**config.mk**
```make
export PLATFORM = sky130hd
export DESIGN_NAME = periodic_rate_gen
export DESIGN_NICKNAME = d
export VERILOG_FILES = /design/src/rtl/prg_pkg.sv /design/src/rtl/prg_rate_decode.sv /design/src/rtl/prg_change_det.sv /design/src/rtl/prg_tick_counter.sv /design/src/rtl/periodic_rate_gen.sv
export SDC_FILE = /design/constraint.sdc
export NUM_CORES = 1
export LEC_CHECK = 0
export BUFFER_PORTS_ARGS = -buffer_cell sky130_fd_sc_hd__buf_2
export CAP_MARGIN = 5
export CORE_MARGIN = 1
export CORE_UTILIZATION = 45
export CTS_BUF_LIST = sky130_fd_sc_hd__clkbuf_4
export CTS_CLUSTER_SIZE = 40
export DETAILED_ROUTE_END_ITERATION = 8
export GPL_TIMING_DRIVEN = 0
export HOLD_SLACK_MARGIN = 0.15
export PLACE_DENSITY_LB_ADDON = 0.08
export RECOVER_POWER = 100
export SYNTH_ARGS = -nofsm -noshare
export SYNTH_HDL_FRONTEND = slang
export SYNTH_SLANG_ARGS = --single-unit
export TNS_END_PERCENT = 5
```
**constraint.sdc**
```tcl
create_clock -name clk -period 5.3 [get_ports clk]
set_clock_uncertainty 0.1 [all_clocks]
set_input_delay 0 -clock clk [delete_from_list [all_inputs] [get_ports clk]]
set_output_delay 0 -clock clk [all_outputs]
set_load 0.005 [all_outputs]
```
**src/rtl/prg_pkg.sv**
```systemverilog
package prg_pkg;
  // Width of the rate select code
  localparam int CODE_W = 4;
  // Width of the tick counter
  localparam int CNT_W = 15;
  // Width of the status flag set mask
  localparam int FLAG_W = 8;

  // Decoded rate selection
  typedef struct packed {
    logic             active;
    logic [CNT_W-1:0] term;
  } rate_cfg_t;
endpackage

```
**src/rtl/prg_rate_decode.sv**
```systemverilog
module prg_rate_decode #(
  parameter int CODE_W    = 4,
  parameter int CNT_W     = 15,
  parameter int ALIAS_MAX = 2,
  parameter int ALIAS_ADD = 7
) (
  input  logic [CODE_W-1:0] code,
  input  logic              enable,
  output logic              active,
  output logic [CNT_W-1:0]  term
);
  localparam logic [CODE_W-1:0] ALIAS_TOP = CODE_W'(ALIAS_MAX);
  localparam logic [CODE_W:0]   ALIAS_OFS = (CODE_W + 1)'(ALIAS_ADD);
  localparam logic [CODE_W:0]   ONE_E     = (CODE_W + 1)'(1);
  localparam logic [CNT_W-1:0]  ONE_C     = CNT_W'(1);

  logic [CODE_W:0] eff;

  always_comb begin
    if (code <= ALIAS_TOP) eff = {1'b0, code} + ALIAS_OFS;
    else                   eff = {1'b0, code};
  end

  always_comb begin
    active = enable && (code != '0);
    term   = (ONE_C << (eff - ONE_E)) - ONE_C;
  end
endmodule

```
**src/rtl/prg_change_det.sv**
```systemverilog
module prg_change_det #(
  parameter int W = 5
) (
  input  logic         clk,
  input  logic         rst_n,
  input  logic [W-1:0] cur,
  output logic         restart
);
  logic [W-1:0] prev_q;

  always_ff @(posedge clk) begin
    if (!rst_n) prev_q <= '0;
    else        prev_q <= cur;
  end

  assign restart = (prev_q != cur);
endmodule

```
**src/rtl/prg_tick_counter.sv**
```systemverilog
module prg_tick_counter #(
  parameter int CNT_W = 15
) (
  input  logic             clk,
  input  logic             rst_n,
  input  logic             tick_en,
  input  logic             active,
  input  logic             restart,
  input  logic [CNT_W-1:0] term,
  output logic             strb
);
  logic [CNT_W-1:0] cnt_q;

  always_ff @(posedge clk) begin
    if (!rst_n) begin
      cnt_q <= '0;
      strb  <= 1'b0;
    end else begin
      strb <= 1'b0;
      if (!active || restart) begin
        cnt_q <= '0;
      end else if (tick_en) begin
        if (cnt_q == term) begin
          cnt_q <= '0;
          strb  <= 1'b1;
        end else begin
          cnt_q <= cnt_q + 1'b1;
        end
      end
    end
  end
endmodule

```
**src/rtl/periodic_rate_gen.sv**
```systemverilog
module periodic_rate_gen
  import prg_pkg::*;
#(
  parameter int               P_CODE_W = CODE_W,
  parameter int               P_CNT_W  = CNT_W,
  parameter int               P_FLAG_W = FLAG_W,
  parameter logic [FLAG_W-1:0] SET_MASK = 8'hC0
) (
  input  logic                clk,
  input  logic                rst_n,
  input  logic                tick_en,
  input  logic [P_CODE_W-1:0] rate_code,
  input  logic                per_enable,
  output logic                flag_set_strb,
  output logic [P_FLAG_W-1:0] flag_set_mask
);
  localparam int WATCH_W = P_CODE_W + 1;

  logic               active;
  logic [P_CNT_W-1:0] term;
  logic               restart;
  logic               strb;

  prg_rate_decode #(.CODE_W(P_CODE_W), .CNT_W(P_CNT_W)) u_dec (
    .code   (rate_code),
    .enable (per_enable),
    .active (active),
    .term   (term)
  );

  prg_change_det #(.W(WATCH_W)) u_chg (
    .clk     (clk),
    .rst_n   (rst_n),
    .cur     ({per_enable, rate_code}),
    .restart (restart)
  );

  prg_tick_counter #(.CNT_W(P_CNT_W)) u_cnt (
    .clk     (clk),
    .rst_n   (rst_n),
    .tick_en (tick_en),
    .active  (active),
    .restart (restart),
    .term    (term),
    .strb    (strb)
  );

  assign flag_set_strb = strb;
  assign flag_set_mask = strb ? P_FLAG_W'(SET_MASK) : '0;
endmodule

```
==> impl_metrics.json, run 1 <==
{
  "p_per_area_nw_per_um2": 154,
  "syn-cell-area_um2": 1920,
  "end_kind": "flip-flop",
  "setup_viol": 0,
  "wirelength_um": 4510,
  "num_rows": 23,
  "outcome": "complete, no violations",
  "htreeDepth": 1,
  "antenna_found_initial": 0,
  "drc": 0,
  "tightest_slew_ps": 623,
  "tritoncts": "done",
  "grt_start_max_net_pins": 13,
  "overflow": 0,
  "cts_hold_buf": 7,
  "grt_pass1_vias": 1631,
  "place.port_buffers": 9,
  "postCtsSetupBuffers": 0,
  "cts_buffers": 3,
  "drt_pass1_iterations": 4,
  "die_area_um2": 4540,
  "start_util_pct": 47.4,
  "io_pins": 17,
  "synth-edff-count": 0,
  "yosys_most_used_dff": "dfxtp_1",
  "crit_path_start_kind": "primary input",
  "syn_avg_cell_area_um2": 8.59,
  "clk_pin_slew_ps": 110,
  "hold_viol": 0,
  "period_minus_slack_ps": 5130,
  "final_core_util_pct": 52.3,
  "nets": 263,
  "cts.sinks": 21,
  "grt_pass1_wl_um": 7590,
  "hp-class": "in -> reg",
  "cts_buffer_depth": 2,
  "die_x_um": 67.4,
  "synth_seq_area_share_pct": 21.8,
  "power.leakage_nw": 0.744,
  "yosysWarnings": 0,
  "gp_congestion": 0.836,
  "synth_seq_cells": 21,
  "fin_cells": 299,
  "layout-drive-gt1-share_pct": 19.7,
  "wl_per_cell_um": 15.1,
  "drv_cap": 0,
  "track_usage_pct": 22.2,
  "post_cts_resized": 0,
  "syn_to_final_growth_pct": 10.3,
  "cp_data_required_time_ps": 5370,
  "clock-root-buffer": "clkbuf_4",
  "diodes": 0,
  "timing.final.crit_share_pct": 96.7,
  "slew_headroom_pct": 58.5,
  "drtIter0Drc": 198,
  "core_um2": 4060,
  "ir_worst_vdd_v": 0.000104,
  "dieHeight_um": 67.4,
  "crit_arrival_ps": 5200,
  "critPathMaxFanout": 10,
  "async_reset_ff_share_pct": 0,
  "finalSetupTns_ps": 0,
  "antenna_left": 0,
  "final_common_cell": "dfxtp_1",
  "place_inst": 288,
  "slew_viol_final": 0,
  "max_freq_mhz": 195,
  "p_total_mw": 0.326,
  "synth.distinct_cells": 60,
  "vias": 1706,
  "whs_ps": 348,
  "dpl.hpwl_um": 3450,
  "viasPerCell": 5.71,
  "synthCells": 224,
  "path_class": "in -> reg",
  "clk_latency_ps": 310,
  "layout_common_cells": "dfxtp_1, xor2_1, nand2_1, nor3_1, nor2_1",
  "rsz0062_at_grt": "no"
}
-- synthesized netlist by cell type, drive strengths merged (4+ instances only) --
cell | instances | area, um2
nor3 | 22 | 160
dfxtp | 21 | 420
xor2 | 17 | 149
buf | 16 | 111
nand2 | 15 | 56.3
nor2 | 13 | 48.8
o21ai | 10 | 53.8
nand4 | 8 | 50.1
a21oi | 6 | 30.0
inv | 6 | 22.5
xnor2 | 6 | 52.6
and2 | 5 | 31.3
and3 | 5 | 31.3
ha | 5 | 62.6
a211oi | 4 | 30.0
clkbuf | 4 | 15.0
nand2b | 4 | 25.0
or3 | 4 | 30.0
-- worst paths after layout --
check	to	slack (ps)	startpoint	cells past startpoint
max	u_cnt.cnt_q[10]	170	rate_code[0]	18
min	u_chg.prev_q[1]	350	rate_code[1]	4
max reg2reg	u_cnt.strb	2810	u_cnt.cnt_q[0]	8
min reg2reg	u_cnt.cnt_q[13]	510	u_cnt.cnt_q[13]	2
-- sequential cells by signal (all words and copies together), names as in the netlist --
name / cells
u_chg.prev_q: 5
u_cnt.strb: 1
u_cnt.cnt_q: 15
-- cell type report --
cell class	count	area [um2]
Fill cell	406	1930
Multi-Input combinational cell	182	1360
Sequential cell	21	420
Buffer	20	119
Timing Repair Buffer	16	113
Tap cell	50	62.6
Clock buffer	3	22.5
Inverter	6	22.5
Clock inverter	1	5.00
-- power by group --
part	internal (mW)	switching (mW)
clock network	0.0282	0.0497
logic	0.0356	0.0522
registers	0.160	0.000756
-- through the flow --
stage | cell area, um2 | setup WS, ps
after global routing | 2120 | 13.1
after CTS | 2150 | 205
final | 2120 | 174
after global placement | 2050 | 144
after detailed placement | 2050 | 152
after floorplan | 1940 | 891
-- worst max-delay path, cell delays in order --
cell	delay (ps)
dlygate4sd3_1	520
buf_2	140
buf_2	240
inv_1	130
ha_1	450
or4b_4	540
or3_1	330
ha_1	200
clkbuf_1	250
or2_2	360
o32a_1	320
o22ai_1	220
xor2_1	100
nor4_1	380
o2111ai_2	220
a2111oi_4	510
buf_6	230
nor3_1	60
-- layer usage --
metal	GRT usage, %	routed length (um)
met2	35.4	2040
met3	2.53	177
met1	31.0	2250
met5	0	0
met4	6.65	46
-- logic make-up (layout without fill, tap and decap cells) --
logic type,after synthesis,in the layout,synth area share (%)
adder cells (fa/ha/maj),5,5,3.25
AO/OA/AOI/OAI,50,50,23.7
XOR/XNOR,23,23,10.5
buffers and inverters,26,46,7.74
AND/OR/NAND/NOR,95,95,31.2
other,1,6,0.195
flip-flops,21,21,21.8
multiplexers,3,3,1.56
Power figures use the tool's default switching activity.
==> run 2, diff against run 1 <==
Settings changed: CORE_ASPECT_RATIO from default to 0.6, CTS_CLUSTER_SIZE 40 to default.
Clock period 5.3 ns to 6 ns, I/O delays scaled along.
==> run 2 against run 1 <==
Net effect:
- wire length grew 5.0%
- clock power shrank 1%
- largest power group unchanged
- via count rose by 3.7%
==> impl_metrics.json, run 2 (synthesis results as in run 1) <==
{
  "worst_slack_ps": 722,
  "end_kind": "flip-flop",
  "clk_pin_slew_ps": 130,
  "drc": 0,
  "syn_to_final_growth_pct": 8.84,
  "grt-busiest-layer": "met1",
  "dieHeight_um": 52.7,
  "cp_cell_sequence": "dlygate4sd3_1 > clkbuf_1 > buf_2 > inv_1 > ha_1 > or4b_1 > or3_1 > ha_1 > clkbuf_1 > or2_2 > o32a_1 > o22ai_1 > xor2_1 > nand4bb_1 > or4b_1 > a2111oi_0 > nor2b_1",
  "postCtsSetupBuffers": 0,
  "die_area_um2": 4550,
  "cts_buffer_depth": 2,
  "met3_usage_pct": 6.46,
  "combPwrFrac_pct": 26.5,
  "clk_latency_ps": 320,
  "start_util_pct": 49.7,
  "dpl.hpwl_um": 3710,
  "core_um2": 3870,
  "power.leakage_nw": 0.739,
  "place_inst": 295,
  "hold_viol": 0,
  "crit_path_start_kind": "primary input",
  "cts_buffers": 3,
  "vias": 1769,
  "met1_usage_pct": 35.2,
  "timing.final.crit_share_pct": 88.0,
  "die_x_um": 86.4,
  "antenna_left": 0,
  "grt_start_max_net_pins": 14,
  "met2_usage_pct": 31.1,
  "layout_common_cells": "nor3_1, dfxtp_1, xor2_1, nand2_1, nor2_1",
  "grt_pass1_wl_um": 7850,
  "switching_power_mw": 0.0991,
  "p_per_area_nw_per_um2": 142,
  "final_core_util_pct": 54.1,
  "gp_congestion": 0.925,
  "reg.largest.list": "u_cnt.cnt_q: 15 flops, u_chg.prev_q: 5 flops, u_cnt.strb: 1 flops",
  "cpMaxStageDelayCell": "a2111oi_0",
  "place.port_buffers": 9,
  "slew_headroom_pct": 52.3,
  "rsz0062_at_grt": "no",
  "antenna_found_initial": 0,
  "critPathMaxFanout": 10,
  "track_usage_pct": 23.0,
  "drv_cap": 0,
  "wirelength_um": 4740,
  "tritoncts": "done",
  "wl_per_cell_um": 15.5,
  "clock-root-buffer": "clkbuf_4",
  "cp_data_required_time_ps": 6160,
  "hp-class": "in -> reg",
  "setup_viol": 0,
  "crit_arrival_ps": 5440,
  "slew_viol_final": 0,
  "diodes": 0,
  "period_minus_slack_ps": 5280,
  "htreeDepth": 1,
  "num_rows": 17,
  "cts.sinks": 21,
  "fin_cells": 306,
  "pwr-share-seq_pct": 47.7,
  "finalSetupTns_ps": 0,
  "grt_pass1_vias": 1544,
  "io_pins": 17,
  "top_register": "u_cnt.cnt_q",
  "max_freq_mhz": 189,
  "outcome": "complete, no violations",
  "largest_reg_flops": 15,
  "layout-drive-gt1-share_pct": 16.1,
  "critical-path-max-stage-delay_ps": 590,
  "overflow": 0,
  "nets": 263,
  "preCtsSetupSlack_ps": 841,
  "path_class": "in -> reg",
  "ir_worst_vdd_v": 0.0000928,
  "drt_pass1_iterations": 4,
  "p_sw_share_pct": 33.3,
  "drtIter0Drc": 200,
  "p_total_mw": 0.298,
  "viasPerCell": 5.78,
  "tightest_slew_ps": 710,
  "p_clk_share_pct": 25.8,
  "p_int_mw": 0.198
}
## run 2: timing repair
item | 4_1_cts | 5_1_grt
hold endpoints to repair | 13 | 0
gates resized for setup | 0 | 0
hold buffers | 7 | 0
## run 2: power groups by stage
stage	logic (mW)	clock network (mW)	registers (mW)
after floorplan	0.0581	0	0.145
after global placement	0.0752	0	0.145
after detailed placement	0.0742	0	0.145
after CTS	0.0782	0.0761	0.142
after global routing	0.0862	0.0851	0.142
final	0.0788	0.0768	0.142
## run 2: metal layers
| metal | wire, um | up-vias |
|---|---|---|
| met2 | 1660 | 67 |
| li1 | - | 871 |
| met4 | 31 | 0 |
| met5 | 0 | - |
| met1 | 2560 | 827 |
| met3 | 480 | 4 |
## run 2: area by class of cell
cell class	count	area (um2)
clock buffers	3	22.5
well taps	57	71.3
plain buffers	20	126
repair buffers	16	111
clock inverters	1	7.51
inverters	6	22.5
flip-flops and latches	21	420
fillers	377	1780
multi-input cells	182	1310
## run 2: path summary, 6_finish.rpt
kind / startpoint / endpoint / slack (ps) / cells after the start
worst min-delay path: rate_code[1] / u_chg.prev_q[1] / 340 / 4
worst max register to register: u_cnt.cnt_q[0] / u_cnt.strb / 3280 / 8
worst max-delay path: rate_code[0] / u_cnt.strb / 720 / 17
worst min register to register: u_cnt.cnt_q[3] / u_cnt.cnt_q[3] / 520 / 2
## run 2: worst max-delay path, delay by kind of cell
family,cells,cell delay [ps]
simple gates,6,2190
buf+inv,5,1350
compound gates,3,1120
fa+ha+maj,2,660
xor+xnor,1,120
## run 2: stage by stage
| stage | instance area, um2 | hold slack [ps] |
|---|---|---|
| finish | 2090 | 343 |
| global route | 2090 | 364 |
| CTS | 2160 | 325 |
| detailed placement | 2060 | 140 |
| global placement | 2060 | 131 |
| floorplan | 1940 | 27.3 |
==> run 3, diff against run 2 <==
Settings changed: ABC_AREA from default to 1.
==> run 3 against run 2 <==
Net effect:
- design area shrank 7.8%
- total power shrank 3.1%
- first-iteration DRC count shrank 37%
- non-clock buffer count shrank 7
- largest power group unchanged
- critical endpoint is now u_cnt.cnt_q[5]
- highest routed layer unchanged
- critical path type unchanged
- combinational power shrank 5.5%
==> impl_metrics.json, run 3 <==
{
  "synth-edff-count": 0,
  "clk_pin_slew_ps": 130,
  "async_reset_ff_share_pct": 0,
  "drc": 0,
  "fin_cells": 339,
  "critPathCapture": "u_cnt.cnt_q[5]",
  "grt_start_max_net_pins": 13,
  "synth_seq_cells": 21,
  "cpMaxStageDelayCell": "clkbuf_1",
  "overflow": 0,
  "postCtsSetupBuffers": 0,
  "syn_to_final_growth_pct": 11.7,
  "critical-path-max-stage-delay_ps": 580,
  "diodes": 0,
  "reg2reg_slack_ps": 3630,
  "grt-busiest-layer": "met1",
  "yosys_most_used_dff": "dfxtp_1",
  "antenna_left": 0,
  "switching_power_mw": 0.0935,
  "track_usage_pct": 21.0,
  "p_clk_share_pct": 24.9,
  "synthCells": 264,
  "yosysWarnings": 0,
  "ir_worst_vdd_v": 0.000132,
  "r2r-start": "u_cnt.cnt_q[4]",
  "layout-drive-gt1-share_pct": 15.1,
  "p_total_mw": 0.288,
  "grt_pass1_vias": 1342,
  "crit_path_start_kind": "primary input",
  "cts_buffer_depth": 2,
  "p_int_mw": 0.195,
  "reg2reg_to": "u_cnt.cnt_q[5]",
  "cp-startpoint": "rate_code[0]",
  "crit_cells": 23,
  "hp-class": "in -> reg",
  "met2_usage_pct": 27.3,
  "finalSetupTns_ps": 0,
  "syn-cell-area_um2": 1730,
  "met1_usage_pct": 34.3,
  "slew_headroom_pct": 52.8,
  "path_class": "in -> reg",
  "whs_path_depth": 5,
  "cp_top_family": "buffers and inverters",
  "drv_cap": 0,
  "drt_pass1_iterations": 4,
  "cpMostUsedCell": "nand2_1",
  "yosys.area.top_type": "dfxtp_1",
  "cp_cell_sequence": "dlygate4sd3_1 > clkbuf_1 > inv_1 > ha_1 > inv_1 > nand2_1 > nand2_1 > nand2_1 > nand2_1 > clkbuf_1 > nand4_1 > ha_1 > xor2_1 > nand2_1 > nor2_1 > nand3_1 > nor2_1 > nand3_1 > nor2_1 > nand3_1 > nand2_1 > clkbuf_1 > nor2_2",
  "clk_latency_ps": 310,
  "p_sw_share_pct": 32.4,
  "met3_usage_pct": 4.44,
  "synth_seq_area_share_pct": 24.3,
  "die_area_um2": 4100,
  "timing.final.crit_share_pct": 71.2,
  "cp_data_required_time_ps": 6090,
  "period_minus_slack_ps": 4270,
  "die_x_um": 82.0,
  "synth_common_cells": "nand2_1, inv_1, nand3_1",
  "synth.most_common_cell": "nand2_1",
  "power.leakage_nw": 0.919,
  "slew_viol_final": 0,
  "wirelength_um": 3800,
  "wl_per_cell_um": 11.2,
  "start_util_pct": 47.0,
  "antenna_found_initial": 0,
  "setup_viol": 0,
  "post_cts_resized": 0,
  "layout_common_cells": "nand2_1, inv_1, nand3_1, dfxtp_1, nor2_1",
  "final_common_cell": "nand2_1",
  "viasPerCell": 4.62,
  "dieHeight_um": 50.0,
  "num_rows": 17,
  "p_per_area_nw_per_um2": 149,
  "critPathMaxFanout": 10,
  "largest_reg_flops": 15,
  "pwr-share-seq_pct": 49.2,
  "vias": 1566,
  "clock-root-buffer": "clkbuf_4",
  "drtIter0Drc": 127,
  "reg.largest.list": "u_cnt.cnt_q: 15 flops, u_chg.prev_q: 5 flops, u_cnt.strb: 1 flops",
  "place_inst": 326,
  "crit_arrival_ps": 4370,
  "combPwrFrac_pct": 25.8,
  "core_um2": 3680,
  "rsz0062_at_grt": "no",
  "end_kind": "flip-flop",
  "ys_top_cells_by_area": "dfxtp_1, nand2_1, inv_1",
  "synth.distinct_cells": 27,
  "grt_pass1_wl_um": 6430,
  "syn_avg_cell_area_um2": 6.55,
  "hold_viol": 0,
  "max_freq_mhz": 234,
  "place.port_buffers": 10,
  "gp_congestion": 0.897,
  "nets": 306,
  "outcome": "complete, no violations",
  "reg2reg_depth": 12,
  "tritoncts": "done",
  "cts_buffers": 3,
  "final_core_util_pct": 52.5,
  "htreeDepth": 1,
  "cts.sinks": 21,
  "top_register": "u_cnt.cnt_q",
  "io_pins": 17,
  "synth_top_area_share_pct": 24.3,
  "dpl.hpwl_um": 2990,
  "tightest_slew_ps": 708,
  "critPathBufInv": 6
}
==> run 3: repair_timing <==
item | 4_1_cts | 5_1_grt
hold buffers | 9 | 0
endpoints found under the hold margin | 14 | 0
endpoints found under the setup margin | 0 | 0
==> run 3: layout make-up <==
class                           instances  area [um2]
Clock inverter                          1        5.00
Sequential cell                        21         420
Inverter                               38         143
Multi-Input combinational cell        200        1080
Buffer                                 10        67.6
Timing Repair Buffer                   19         138
Fill cell                             392        1750
Clock buffer                            3        22.5
Tap cell                               47        58.8
==> run 3: power by group through the flow <==
| stage | sequential [mW] | combinational, mW | clock [mW] |
|---|---|---|---|
| finish | 0.142 | 0.0745 | 0.0718 |
| global route | 0.142 | 0.0845 | 0.0806 |
| CTS | 0.142 | 0.0751 | 0.0752 |
| detailed placement | 0.145 | 0.0704 | 0 |
| global placement | 0.145 | 0.0701 | 0 |
| floorplan | 0.145 | 0.0547 | 0 |
==> run 3: per-stage QoR <==
step                setup slack, ps  hold slack (ps)  area (um2)
global route                   1270              252        1930
floorplan                      3590            -6.55        1750
CTS                            2750              183        1970
global placement               2970              102        1860
detailed placement             2970              107        1860
finish                         1730              183        1930
==> run 3: how the worst min path moves through the flow <==
stage                 start         endpoint  slack (ps)
2_1_floorplan  rate_code[0]  u_chg.prev_q[0]          -7
3_3_place_gp     per_enable  u_chg.prev_q[4]         100
3_5_place_dp     per_enable  u_chg.prev_q[4]         110
4_1_cts        rate_code[1]   u_cnt.cnt_q[1]         180
5_1_grt        rate_code[1]   u_cnt.cnt_q[1]         250
6_report       rate_code[1]   u_cnt.cnt_q[1]         180
==> run 3: cells by family after synthesis <==
| family | after synthesis | share of synthesized area, % |
|---|---|---|
| AO/OA/AOI/OAI | 9 | 2.75 |
| flip-flops | 21 | 24.3 |
| buffers and inverters | 48 | 13.2 |
| adder cells (fa/ha/maj) | 5 | 3.62 |
| other | 1 | 0.217 |
| XOR/XNOR | 21 | 11.4 |
| AND/OR/NAND/NOR | 159 | 44.5 |
==> run 3: metal layers <==
layer | vias to the layer above | share of wire, % | routed length (um)
li1 | 859 | - | -
met1 | 680 | 58 | 2210
met2 | 25 | 36 | 1380
met3 | 2 | 5.1 | 192
met4 | 0 | 0.53 | 20
met5 | - | 0 | 0
==> run 3: tightest hold or removal path: stages <==
cell and delay (ps):
buf_2 140, xor2_1 150, nor2_1 60, nand4_1 140, a21oi_1 60
